File: config.mk
export PLATFORM = sky130hd
export DESIGN_NAME = rs_syndrome_calc
export DESIGN_NICKNAME = d
export VERILOG_FILES = /design/src/rtl/rs_syn_pkg.sv /design/src/rtl/rs_gf_cmul.sv /design/src/rtl/rs_syn_cell.sv /design/src/rtl/rs_syn_frame.sv /design/src/rtl/rs_syn_nz.sv /design/src/rtl/rs_syndrome_calc.sv
export SDC_FILE = /design/constraint.sdc
export NUM_CORES = 1
export LEC_CHECK = 0
export BUFFER_PORTS_ARGS = -buffer_cell sky130_fd_sc_hd__clkbuf_2
export CAP_MARGIN = 10
export CELL_PAD_IN_SITES_DETAIL_PLACEMENT = 0
export CELL_PAD_IN_SITES_GLOBAL_PLACEMENT = 1
export CORE_ASPECT_RATIO = 1.1
export CORE_MARGIN = 2
export CORE_UTILIZATION = 25
export DETAILED_ROUTE_END_ITERATION = 6
export PLACE_DENSITY_LB_ADDON = 0.1
export SYNTH_ARGS = -nofsm -noshare
export SYNTH_HDL_FRONTEND = slang
export SYNTH_SLANG_ARGS = --single-unit
File: constraint.sdc
create_clock -name clk -period 3.1 [get_ports clk]
set_input_delay 0.465 -clock clk [delete_from_list [all_inputs] [get_ports clk]]
set_output_delay 0.465 -clock clk [all_outputs]
set_load 0.01 [all_outputs]
File: src/rtl/rs_syn_pkg.sv
package rs_syn_pkg;

  // Shift-and-add product in GF(2^sw) reduced by poly (sw <= 16).
  function automatic logic [15:0] gf_mul(input logic [15:0] a, input logic [15:0] b,
                                         input int sw, input logic [16:0] poly);
    logic [16:0] r;
    r = '0;
    for (int k = 15; k >= 0; k--) begin
      if (k < sw) begin
        r = r << 1;
        if (r[sw]) r = r ^ poly;
        if (b[k]) r = r ^ {1'b0, a};
      end
    end
    return r[15:0];
  endfunction

  // alpha^e where alpha is the element x (0x2).
  function automatic logic [15:0] gf_alpha_pow(input int e, input int sw, input logic [16:0] poly);
    logic [15:0] r;
    r = 16'd1;
    for (int k = 0; k < e; k++) r = gf_mul(r, 16'd2, sw, poly);
    return r;
  endfunction

endpackage

File: src/rtl/rs_gf_cmul.sv
// Multiplier by the constant alpha^EXP: an XOR matrix fixed at elaboration.
module rs_gf_cmul #(
  parameter int          SW   = 8,
  parameter logic [SW:0] POLY = 9'h11D,
  parameter int          EXP  = 0
) (
  input  logic [SW-1:0] din,
  output logic [SW-1:0] dout
);
  import rs_syn_pkg::*;

  localparam logic [16:0] POLY17 = 17'(POLY);
  localparam logic [15:0] KONST  = gf_alpha_pow(EXP, SW, POLY17);

  logic [SW-1:0] part [SW];

  for (genvar j = 0; j < SW; j++) begin : g_col
    localparam logic [SW-1:0] COL = SW'(gf_mul(KONST, 16'(1 << j), SW, POLY17));
    assign part[j] = din[j] ? COL : '0;
  end

  always_comb begin
    dout = '0;
    for (int j = 0; j < SW; j++) dout = dout ^ part[j];
  end
endmodule

File: src/rtl/rs_syn_cell.sv
// One Horner evaluator: acc <- acc*alpha^EXP + sym; a start symbol loads sym.
module rs_syn_cell #(
  parameter int          SW   = 8,
  parameter logic [SW:0] POLY = 9'h11D,
  parameter int          EXP  = 0
) (
  input  logic          clk,
  input  logic          rst,
  input  logic          load,
  input  logic          step,
  input  logic [SW-1:0] sym,
  output logic [SW-1:0] acc_d
);
  logic [SW-1:0] acc_q;
  logic [SW-1:0] scaled;

  rs_gf_cmul #(.SW(SW), .POLY(POLY), .EXP(EXP)) i_mul (
    .din  (acc_q),
    .dout (scaled)
  );

  assign acc_d = load ? sym : (scaled ^ sym);

  always_ff @(posedge clk) begin
    if (rst)              acc_q <= '0;
    else if (load || step) acc_q <= acc_d;
  end
endmodule

File: src/rtl/rs_syn_frame.sv
// Word framing: counts accepted symbols and flags the last one (NLEN >= 2).
module rs_syn_frame #(
  parameter int NLEN = 255
) (
  input  logic clk,
  input  logic rst,
  input  logic in_valid,
  input  logic in_start,
  output logic load,
  output logic step,
  output logic last
);
  localparam int CW = $clog2(NLEN + 1);

  logic [CW-1:0] cnt;
  logic          active;

  assign load = in_valid && in_start;
  assign step = in_valid && !in_start && active;
  assign last = step && (cnt == CW'(NLEN - 1));

  always_ff @(posedge clk) begin
    if (rst) begin
      cnt    <= '0;
      active <= 1'b0;
    end else if (load) begin
      cnt    <= CW'(1);
      active <= 1'b1;
    end else if (last) begin
      cnt    <= '0;
      active <= 1'b0;
    end else if (step) begin
      cnt    <= cnt + CW'(1);
    end
  end
endmodule

File: src/rtl/rs_syn_nz.sv
// Zero/nonzero detector over the full syndrome vector.
module rs_syn_nz #(
  parameter int SW   = 8,
  parameter int NSYN = 16
) (
  input  logic [NSYN*SW-1:0] vec,
  output logic               any
);
  logic [NSYN-1:0] lane_nz;

  for (genvar i = 0; i < NSYN; i++) begin : g_lane
    assign lane_nz[i] = |vec[i*SW +: SW];
  end

  assign any = |lane_nz;
endmodule

File: src/rtl/rs_syndrome_calc.sv
module rs_syndrome_calc #(
  parameter int          SW         = 8,
  parameter int          NSYN       = 16,
  parameter int          NLEN       = 255,
  parameter logic [SW:0] POLY       = 9'h11D,
  parameter int          FIRST_ROOT = 0
) (
  input  logic               clk,
  input  logic               rst,
  input  logic               in_valid,
  input  logic               in_start,
  input  logic [SW-1:0]      in_sym,
  output logic [NSYN*SW-1:0] syn_out,
  output logic               syn_done,
  output logic               syn_err
);
  localparam int VW = NSYN * SW;

  logic          load, step, last;
  logic [VW-1:0] acc_next;
  logic          nz_next;

  rs_syn_frame #(.NLEN(NLEN)) i_frame (
    .clk      (clk),
    .rst      (rst),
    .in_valid (in_valid),
    .in_start (in_start),
    .load     (load),
    .step     (step),
    .last     (last)
  );

  for (genvar i = 0; i < NSYN; i++) begin : g_cell
    rs_syn_cell #(.SW(SW), .POLY(POLY), .EXP(FIRST_ROOT + i)) i_cell (
      .clk   (clk),
      .rst   (rst),
      .load  (load),
      .step  (step),
      .sym   (in_sym),
      .acc_d (acc_next[i*SW +: SW])
    );
  end

  rs_syn_nz #(.SW(SW), .NSYN(NSYN)) i_nz (
    .vec (acc_next),
    .any (nz_next)
  );

  always_ff @(posedge clk) begin
    if (rst) begin
      syn_out  <= '0;
      syn_done <= 1'b0;
      syn_err  <= 1'b0;
    end else begin
      syn_done <= last;
      if (last) begin
        syn_out <= acc_next;
        syn_err <= nz_next;
      end
    end
  end
endmodule

==> reports/metrics.cfg, run 1 <==
[synthesis]
synth.cell_area_sq_um=14700
ys_seq_elements=267
yosysTopAreaCell=dfxtp_1
synth-warning-count=0
synth_edf_count=0
synth.area.top_cells=dfxtp_1, xnor2_1, nor2_1, a211oi_1, xor2_1
muxShareOfSynthArea=0.00230
async_flop_share=0
syn_inst=1845
ys.flop_type=dfxtp_1
synth_xor_area_frac=0.198
synth_top_family_by_area=compound AO/OA/AOI/OAI gates
synth-adder-area-share=0.00170
synth_most_common_cell=nor2_1
synth-compound-area-share=0.218
ys_types=55
synth_seq_area_share=0.364
synth_top_area_share=0.364
syn_nets=1859
syn_area_per_cell_sq_um=7.97
synthSimpleGateAreaFrac=0.169
synth_top_cells_by_count=nor2_1, dfxtp_1, xnor2_1, a211oi_1, clkbuf_1

[power_and_ir_drop]
vdd_drop_max_mv=0.301
leakagePower_nw=7.07
p_total_w=0.0116
powerDensity_nw_per_um2=621

[die]
fp-row-count=93
die_area_sq_um=60800
initial_utilization=0.252
die_x_um=235
core_area_sq_um=58300
ios=142
die_h_um=258

[worst_setup_path]
reg2reg_slack_ps=140
cp.arrival_ps=3380
endpoint_kind=register
reg2reg_depth=8
critPathRequiredTime_ps=3520
r2r-end=syn_err$_SDFFE_PP0P_
crit_fanout=3
crit_type=reg2reg
start_kind=register
regToRegStartpoint=g_cell[11].i_cell.acc_q[4]$_SDFFE_PP0P_

[placed_design]
placed_cells=2769
portBuffers=141
dp_hpwl_um=46600
gp_routability_congestion=0.880
placed_area_sq_um=17500

[sta]
whs_ps=263
max_freq_mhz=338
setup_viol=0
rsz0062_at_grt=no
period_share=0.954
hold_viol=0
skew_ps=18.5
relSlewSlack=0.171
period_minus_slack_ps=2960
tightestPinTransition_ps=1240
finalMaxSlewViolations=0

[global_routing]
grt_max_degree=182
grt_overflow=0
antenna_found_initial=4
grt_pass1_wl_um=95300
grt_usage=0.208
first_global_vias=13500

[routing]
postRouteAntennaNets=0
drtIter0Drc=975
dr.pass1.iters=5
post_drt_wl_per_cell_um=22.7
routed_via_density=4.92
vias=13900
wl_um=64300
remaining_drc_errors=0

[clock_tree]
clockBufferDepth=3
htreeDepth=2
cts_tree=built
postCtsSetupRepairBufs=0
numCtsBuffers=34
clk_latency_ps=550
cts-root-buf=clkbuf_16
cts_sinks=267
cts.reportedPaths.clkPinSlew_ps=60

[flow_run]
cap_violations=0

[cells_and_area]
final_layout_size_suffix_gt1_frac=0.199
design_area_sq_um=18600
syn_to_final_growth_pct=26.6
nets=2059
fin_cells=2831
fin_util=0.319

[outcome]
status=finished, final reports clean

[worst_hold_path]
timing.hold.worst_endpoint=syn_out[101]$_SDFFE_PP0P_
min_from=rst
min_path_type=in2reg
hold_depth=2

sequential cells by signal (all words and copies together), names as in the netlist:
register	count
syn_out	128
syn_err	1
i_frame.active	1
i_frame.cnt	8
g_cell.i_cell.acc_q	128
syn_done	1
worst max-delay path by stage:
stage	startpoint	end	slack (ps)
2_1_floorplan	g_cell[11].i_cell.acc_q[7]$_SDFFE_PP0P_	syn_err$_SDFFE_PP0P_	380
3_3_place_gp	in_valid	syn_err$_SDFFE_PP0P_	-310
3_5_place_dp	in_sym[5]	syn_err$_SDFFE_PP0P_	-340
4_1_cts	g_cell[11].i_cell.acc_q[4]$_SDFFE_PP0P_	syn_err$_SDFFE_PP0P_	50
5_1_grt	g_cell[5].i_cell.acc_q[6]$_SDFFE_PP0P_	syn_err$_SDFFE_PP0P_	20
6_report	g_cell[11].i_cell.acc_q[4]$_SDFFE_PP0P_	syn_err$_SDFFE_PP0P_	140
placed cells by master (no fill, tap or decap), types with 5 or more instances in the layout:
master     Yosys  layout
or3_1          9       9
clkbuf_1     134       6
clkinv_2       0       8
nand4_1       21      21
a21oi_1       77      77
nand3_1        9       9
a22oi_1       52      52
nand2_1      117     114
a21o_1         6       6
a311oi_1      14      14
a22o_1        12      12
clkbuf_2       0     140
nor4bb_1       7       7
xnor2_2        1       5
nor2_1       383     382
or4_1          5       5
xnor2_1      219     215
dfxtp_1      267     266
o22ai_1        8       8
buf_12         0      21
nor3_1        18      18
a31oi_1       10      10
o21ai_0       90      90
inv_1          8       8
nor4_1         6       5
clkbuf_8       0       6
buf_4          1     173
clkbuf_16      0      35
xor2_1        92      90
a211oi_1     186     186
worst max-delay path, cell delays in order, from the launching register on:
cell and delay, ps:
dfxtp_1 410, xor2_2 230, mux2_2 360, nand2_1 90, nand4_1 100, or4_1 540
or4_1 600, nor4_4 380, a31oi_1 130
cells by family after synthesis:
kind of cell               count (synthesis)
and+or+nand+nor                          594
AOI/OAI and AO/OA                        478
xor gates and xnor gates                 320
DFF                                      267
buffers and inverters                    181
muxes                                      3
adders and majority gates                  2
stage by stage:
step	worst slack [ps]	setup TNS, ps
3_3_place_gp	-307	-307
2_1_floorplan	383	0
5_1_grt	24.1	0
3_5_place_dp	-344	-344
4_1_cts	54.7	0
6_report	141	0
power breakdown:
| group | switching, W | internal, W | leakage [nW] | total, W |
|---|---|---|---|---|
| Sequential | 0.000232 | 0.00359 | 2.17 | 0.00382 |
| Clock | 0.00168 | 0.00231 | 0.536 | 0.00399 |
| Combinational | 0.00218 | 0.00157 | 4.36 | 0.00375 |
timing repair:
action                                 4_1_cts  5_1_grt
cloned                                       0        0
endpoints found under the hold margin        0        0
gates resized for setup                      2        7
hold buffers                                 0        0
setup endpoints to repair                    1        1
layout make-up:
| type | instances | area [sq um] |
|---|---|---|
| antenna | 1 | 2.50 |
| clock buffer | 47 | 981 |
| clock inverter | 14 | 110 |
| fill | 6262 | 39700 |
| inverter | 10 | 37.5 |
| multi-input combinational | 1397 | 8750 |
| sequential | 267 | 5350 |
| tap | 760 | 951 |
| timing repair buffer | 335 | 2430 |
per-layer routing:
layer	routed length (um)	part of all wire	global-route usage	vias up
li1	-	-	-	6806
met1	29000	0.45	0.274	6769
met2	31300	0.49	0.358	287
met3	2470	0.038	0.0268	71
met4	1630	0.025	0.0573	0
met5	0	0	0	-
Power figures use the tool's default switching activity.
==> run 2, diff against run 1 <==
--- a/config.mk
+++ b/config.mk
@@ -11,7 +11,8 @@
 export CELL_PAD_IN_SITES_GLOBAL_PLACEMENT = 1
 export CORE_ASPECT_RATIO = 1.1
 export CORE_MARGIN = 2
-export CORE_UTILIZATION = 25
+export CORE_UTILIZATION = 40
+export CTS_CLUSTER_DIAMETER = 150
 export DETAILED_ROUTE_END_ITERATION = 6
 export PLACE_DENSITY_LB_ADDON = 0.1
 export SYNTH_ARGS = -nofsm -noshare
==> reports/metrics.cfg, run 2 (same netlist as run 1, synthesis figures left out) <==
[worst_setup_path]
crit_type=reg2reg
endpoint_kind=register
critPathRequiredTime_ps=3560  ; +40 ps
cp.arrival_ps=3440  ; +60 ps
start_kind=register
crit_fanout=5  ; +2

[global_routing]
grt_pass1_wl_um=84600  ; -11%
grt_usage=0.289  ; +0.0805
grt_overflow=0  ; unchanged
grt_max_degree=189  ; +3.8%
antenna_found_initial=0  ; -4
first_global_vias=13200  ; -2.3%

[routing]
wl_um=55700  ; -13%
post_drt_wl_per_cell_um=21.9  ; -3.5%
remaining_drc_errors=0  ; unchanged
dr.pass1.iters=5  ; unchanged
postRouteAntennaNets=0  ; unchanged
routed_via_density=5.53  ; +12%
vias=14000  ; +0.76%
drtIter0Drc=1012  ; +3.8%

[clock_tree]
postCtsSetupRepairBufs=0  ; unchanged
clk_latency_ps=580  ; +30 ps
cts.reportedPaths.clkPinSlew_ps=70  ; about the same
cts_resized=0  ; -2
cts_tree=built
htreeDepth=1  ; -1
cts-root-buf=clkbuf_16
holdBufCountCts=0  ; unchanged
clockBufferDepth=3  ; unchanged
cts_sinks=267  ; unchanged
numCtsBuffers=30  ; -12%

[placed_design]
placed_area_sq_um=16900  ; -3.1%
dp_hpwl_um=39800  ; -15%
gp_routability_congestion=0.959  ; +9.0%
portBuffers=141  ; unchanged
pre_cts_slack_ps=10.1  ; +354 ps

[die]
die_area_sq_um=38300  ; -37%
core_area_sq_um=36200  ; -38%
fp-row-count=73  ; -22%
ios=142  ; unchanged
die_h_um=205  ; -21%
initial_utilization=0.406  ; +0.154
die_x_um=187  ; -21%

[power_and_ir_drop]
pwr-share-comb=0.315  ; -0.009
leakagePower_nw=6.94  ; -1.9%
p_clk_frac=0.350  ; +0.005
switching_share=0.346  ; -0.00869
seqPwrFrac=0.335  ; +0.004
p_int_w=0.00743  ; -0.46%
vdd_drop_max_mv=0.448  ; +49%
powerDensity_nw_per_um2=629  ; +1.3%
p_sw_w=0.00392  ; -4.2%

[sta]
period_share=0.960  ; +0.00540
skew_ps=15.0  ; -3.58 ps
setup_viol=0  ; unchanged
whs_ps=402  ; +139 ps
period_minus_slack_ps=2980  ; +16.8 ps
hold_viol=0  ; unchanged
max_freq_mhz=336  ; -0.56%
finalMaxSlewViolations=0  ; unchanged
setup_slack_ps=124  ; -16.8 ps
tightestPinTransition_ps=1050  ; -191 ps
relSlewSlack=0.298  ; +0.127

[cells_and_area]
nets=2042  ; -0.83%
final_common_cell=nor2_1
final_layout_size_suffix_gt1_frac=0.192  ; -0.00654
antenna_cells=0  ; -1
final_cell_mix=nor2_1, dfxtp_1, xnor2_1
syn_to_final_growth_pct=22.8
design_area_sq_um=18000  ; -3.1%
top_regs=g_cell.i_cell.acc_q x128, syn_out x128, i_frame.cnt x8

[flow_run]
cap_violations=0  ; unchanged

[outcome]
status=finished, final reports clean

[worst_hold_path]
min_path_type=in2reg

## run 2: changes by cell type in the layout (fill, tap and decap cells not counted), moves of 4 or more
| cell | delta |
|---|---|
| clkinv_2 | -4 |
| clkbuf_16 | -4 |
| buf_4 | -5 |
| bufinv_16 | +4 |
| clkbuf_1 | -6 |
| buf_12 | -8 |
## run 2: cell type report
class / count / area, sq um
flip-flops and latches: 267 / 5350
well taps: 487 / 609
inverters: 10 / 37.5
fillers: 3660 / 18100
clock buffers: 35 / 831
clock inverters: 21 / 269
repair buffers: 322 / 2240
multi-input cells: 1397 / 8720
## run 2: per-stage QoR
stage	power [W]	instances	setup TNS, ps	utilization
after detailed placement	0.00740	2483	0	0.468
after global placement	0.00740	2483	0	0.468
after floorplan	0.00587	1845	0	-
after global routing	0.0119	2539	-2.59	0.499
final	0.0114	2539	0	0.499
after CTS	0.0114	2539	0	0.498
## run 2: layer usage
metal / up-vias / part of all wire / GRT usage
li1: 6794 / - / -
met5: - / 0 / 0
met2: 456 / 0.47 / 0.480
met3: 81 / 0.058 / 0.0320
met4: 0 / 0.027 / 0.0930
met1: 6708 / 0.45 / 0.392
## run 2: final timing paths
check | startpoint | endpoint | slack, ps | cells past startpoint
worst min register to register | i_frame.cnt[2]$_SDFFE_PP0P_ | syn_done$_SDFF_PP0_ | 480 | 2
worst max register to register | g_cell[5].i_cell.acc_q[5]$_SDFFE_PP0P_ | syn_err$_SDFFE_PP0P_ | 120 | 8
worst min-delay path | in_sym[5] | g_cell[0].i_cell.acc_q[5]$_SDFFE_PP0P_ | 400 | 3
worst max-delay path | g_cell[5].i_cell.acc_q[5]$_SDFFE_PP0P_ | syn_err$_SDFFE_PP0P_ | 120 | 8
## run 2: power groups by stage
stage               combinational (W)  clock [W]  sequential, W
floorplan                     0.00207          0        0.00380
global placement              0.00353          0        0.00387
detailed placement            0.00352          0        0.00388
CTS                           0.00355    0.00405        0.00380
global route                  0.00384    0.00419        0.00383
finish                        0.00357    0.00398        0.00380
## run 2: critical path, cell delays in order (launching register included)
cell and delay, ps:
dfxtp_1 430, xnor2_1 160, xnor2_2 360, o22ai_1 140, a211o_1 270, or4_1 470
or4_1 570, nor4_1 320, a31oi_1 120
==> run 3, diff against run 2 <==
--- a/config.mk
+++ b/config.mk
@@ -15,6 +15,7 @@
 export CTS_CLUSTER_DIAMETER = 150
 export DETAILED_ROUTE_END_ITERATION = 6
 export PLACE_DENSITY_LB_ADDON = 0.1
+export RECOVER_POWER = 100
 export SYNTH_ARGS = -nofsm -noshare
 export SYNTH_HDL_FRONTEND = slang
 export SYNTH_SLANG_ARGS = --single-unit
==> reports/metrics.cfg, run 3 (same netlist as run 1, synthesis figures left out) <==
[outcome]
status=finished, final reports clean

[power_and_ir_drop]
vdd_drop_max_mv=0.445  ; -0.69%
p_total_w=0.0113  ; about the same
leakagePower_nw=6.42  ; -7.5%
powerDensity_nw_per_um2=638  ; +1.4%

[global_routing]
grt_pass1_wl_um=84600  ; unchanged
grt_usage=0.289  ; unchanged
first_global_vias=13200  ; unchanged
grt_overflow=0  ; unchanged
grt_max_degree=189  ; unchanged
antenna_found_initial=0  ; unchanged

[cells_and_area]
final_cell_mix=nor2_1, dfxtp_1, xnor2_1
multi_input_area_sq_um=8710  ; -0.10%
nFillCells=3753  ; +2.5%
layout.area.seq_sq_um=5350  ; unchanged
nets=2042  ; unchanged
fin_cells=2539  ; unchanged
final_layout_size_suffix_gt1_frac=0.122  ; -0.0702
antenna_cells=0  ; unchanged
final_common_cell=nor2_1
top_regs=g_cell.i_cell.acc_q x128, syn_out x128, i_frame.cnt x8
syn_to_final_growth_pct=20.9

[routing]
remaining_drc_errors=0  ; unchanged
met3_length_um=3170  ; -0.97%
post_drt_wl_per_cell_um=22.0  ; +0.16%
postRouteAntennaNets=0  ; unchanged
top_layer=met4
routed_via_density=5.52  ; -0.12%
drtIter0Drc=1058  ; +4.5%
wl_met2_um=25900  ; -0.29%
drt-met1-wl_um=25100  ; +0.46%
vias=14000  ; -0.12%
wl_um=55800  ; +0.16%
dr.pass1.iters=5  ; unchanged

[placed_design]
placed_cells=2483  ; unchanged
portBuffers=141  ; unchanged
pre_cts_slack_ps=10.1  ; unchanged
gp_routability_congestion=0.959  ; unchanged
dp_hpwl_um=39800  ; unchanged

[sta]
setup_slack_ps=162  ; +38.0 ps
hold_viol=0  ; unchanged
finalMaxSlewViolations=0  ; unchanged
relSlewSlack=0.00616  ; -0.292
tightestPinTransition_ps=1490  ; +438 ps
period_share=0.948  ; -0.0123
skew_ps=12.5  ; -2.41 ps
max_freq_mhz=340  ; +1.3%
setup_viol=0  ; unchanged
period_minus_slack_ps=2940  ; -38.0 ps

[die]
initial_utilization=0.406  ; unchanged
ios=142  ; unchanged
fp-row-count=73  ; unchanged
die_area_sq_um=38300  ; unchanged
die_h_um=205  ; unchanged
core_area_sq_um=36200  ; unchanged
die_x_um=187  ; unchanged

[worst_setup_path]
crit_fanout=4  ; -1
start_kind=register
crit_type=reg2reg
max_stage_delay_ps=560  ; about the same
slowest_stage=or4_1
path_cells=xor2_1 > nand2_1 > xor2_1 > nand4_1 > or4_1 > or4_1 > nor4_1 > a31oi_1
cp.arrival_ps=3400  ; -40 ps
critPathRequiredTime_ps=3560  ; about the same
endpoint_kind=register

[clock_tree]
cts.reportedPaths.clkPinSlew_ps=70  ; about the same
clk_latency_ps=580  ; about the same
cts_sinks=267  ; unchanged
holdBufCountCts=0  ; unchanged
htreeDepth=1  ; unchanged
numCtsBuffers=30  ; unchanged
clockBufferDepth=3  ; unchanged
cts_tree=built
cts-root-buf=clkbuf_16

[worst_hold_path]
min_path_type=in2reg

[flow_run]
cap_violations=0  ; unchanged

-- run 3: changes by cell type in the layout (fill, tap and decap cells not counted), sizes merged --
cell / before / now
buf: 181 / 164
clkbuf: 176 / 193
-- run 3: routing by layer --
metal / global-route usage / vias up
li1: - / 6782
met1: 0.392 / 6694
met2: 0.480 / 455
met3: 0.0320 / 91
met4: 0.0930 / 0
met5: 0 / -
-- run 3: critical path: cells and delay by family (launching register included) --
kind	cells	cell delay, ps
xor gates and xnor gates	2	560
and+or+nand+nor	5	1680
AOI/OAI and AO/OA	1	120
DFF	1	460
-- run 3: timing repair --
item                                    in CTS  in global routing
endpoints found under the setup margin       0                  1
resized for setup                            0                  3
buffers inserted                             0                  0
endpoints found under the hold margin        0                  0
-- run 3: per-stage QoR --
| step | hold slack (ps) | TNS, ps | utilization | area (sq um) |
|---|---|---|---|---|
| final | 397 | 0 | 0.492 | 17800 |
| after global routing | 390 | -2.59 | 0.492 | 17800 |
| after CTS | 358 | 0 | 0.498 | 18000 |
| after detailed placement | 463 | 0 | 0.468 | 16900 |
| after global placement | 469 | 0 | 0.468 | 16900 |
| after floorplan | 437 | 0 | - | 14700 |
-- run 3: area by class of cell --
cell class | count | share of cell area
clock buffer | 35 | 0.0467
clock inverter | 21 | 0.0151
inverter | 10 | 0.00211
multi-input combinational | 1397 | 0.490
sequential | 267 | 0.301
tap | 487 | 0.0343
timing repair buffer | 322 | 0.111
-- run 3: worst paths after layout --
kind         cells after the start                                      to                              startpoint  slack, ps
min reg2reg                      2                     syn_done$_SDFF_PP0_             i_frame.cnt[2]$_SDFFE_PP0P_        480
min                              3  g_cell[0].i_cell.acc_q[5]$_SDFFE_PP0P_                               in_sym[5]        400
max                              8                    syn_err$_SDFFE_PP0P_  g_cell[3].i_cell.acc_q[7]$_SDFFE_PP0P_        160
max reg2reg                      8                    syn_err$_SDFFE_PP0P_  g_cell[3].i_cell.acc_q[7]$_SDFFE_PP0P_        160
-- run 3: power breakdown --
| part | total [W] | switching [W] | internal (W) |
|---|---|---|---|
| Sequential | 0.00381 | 0.000217 | 0.00359 |
| Combinational | 0.00356 | 0.00208 | 0.00148 |
| Clock | 0.00398 | 0.00163 | 0.00235 |
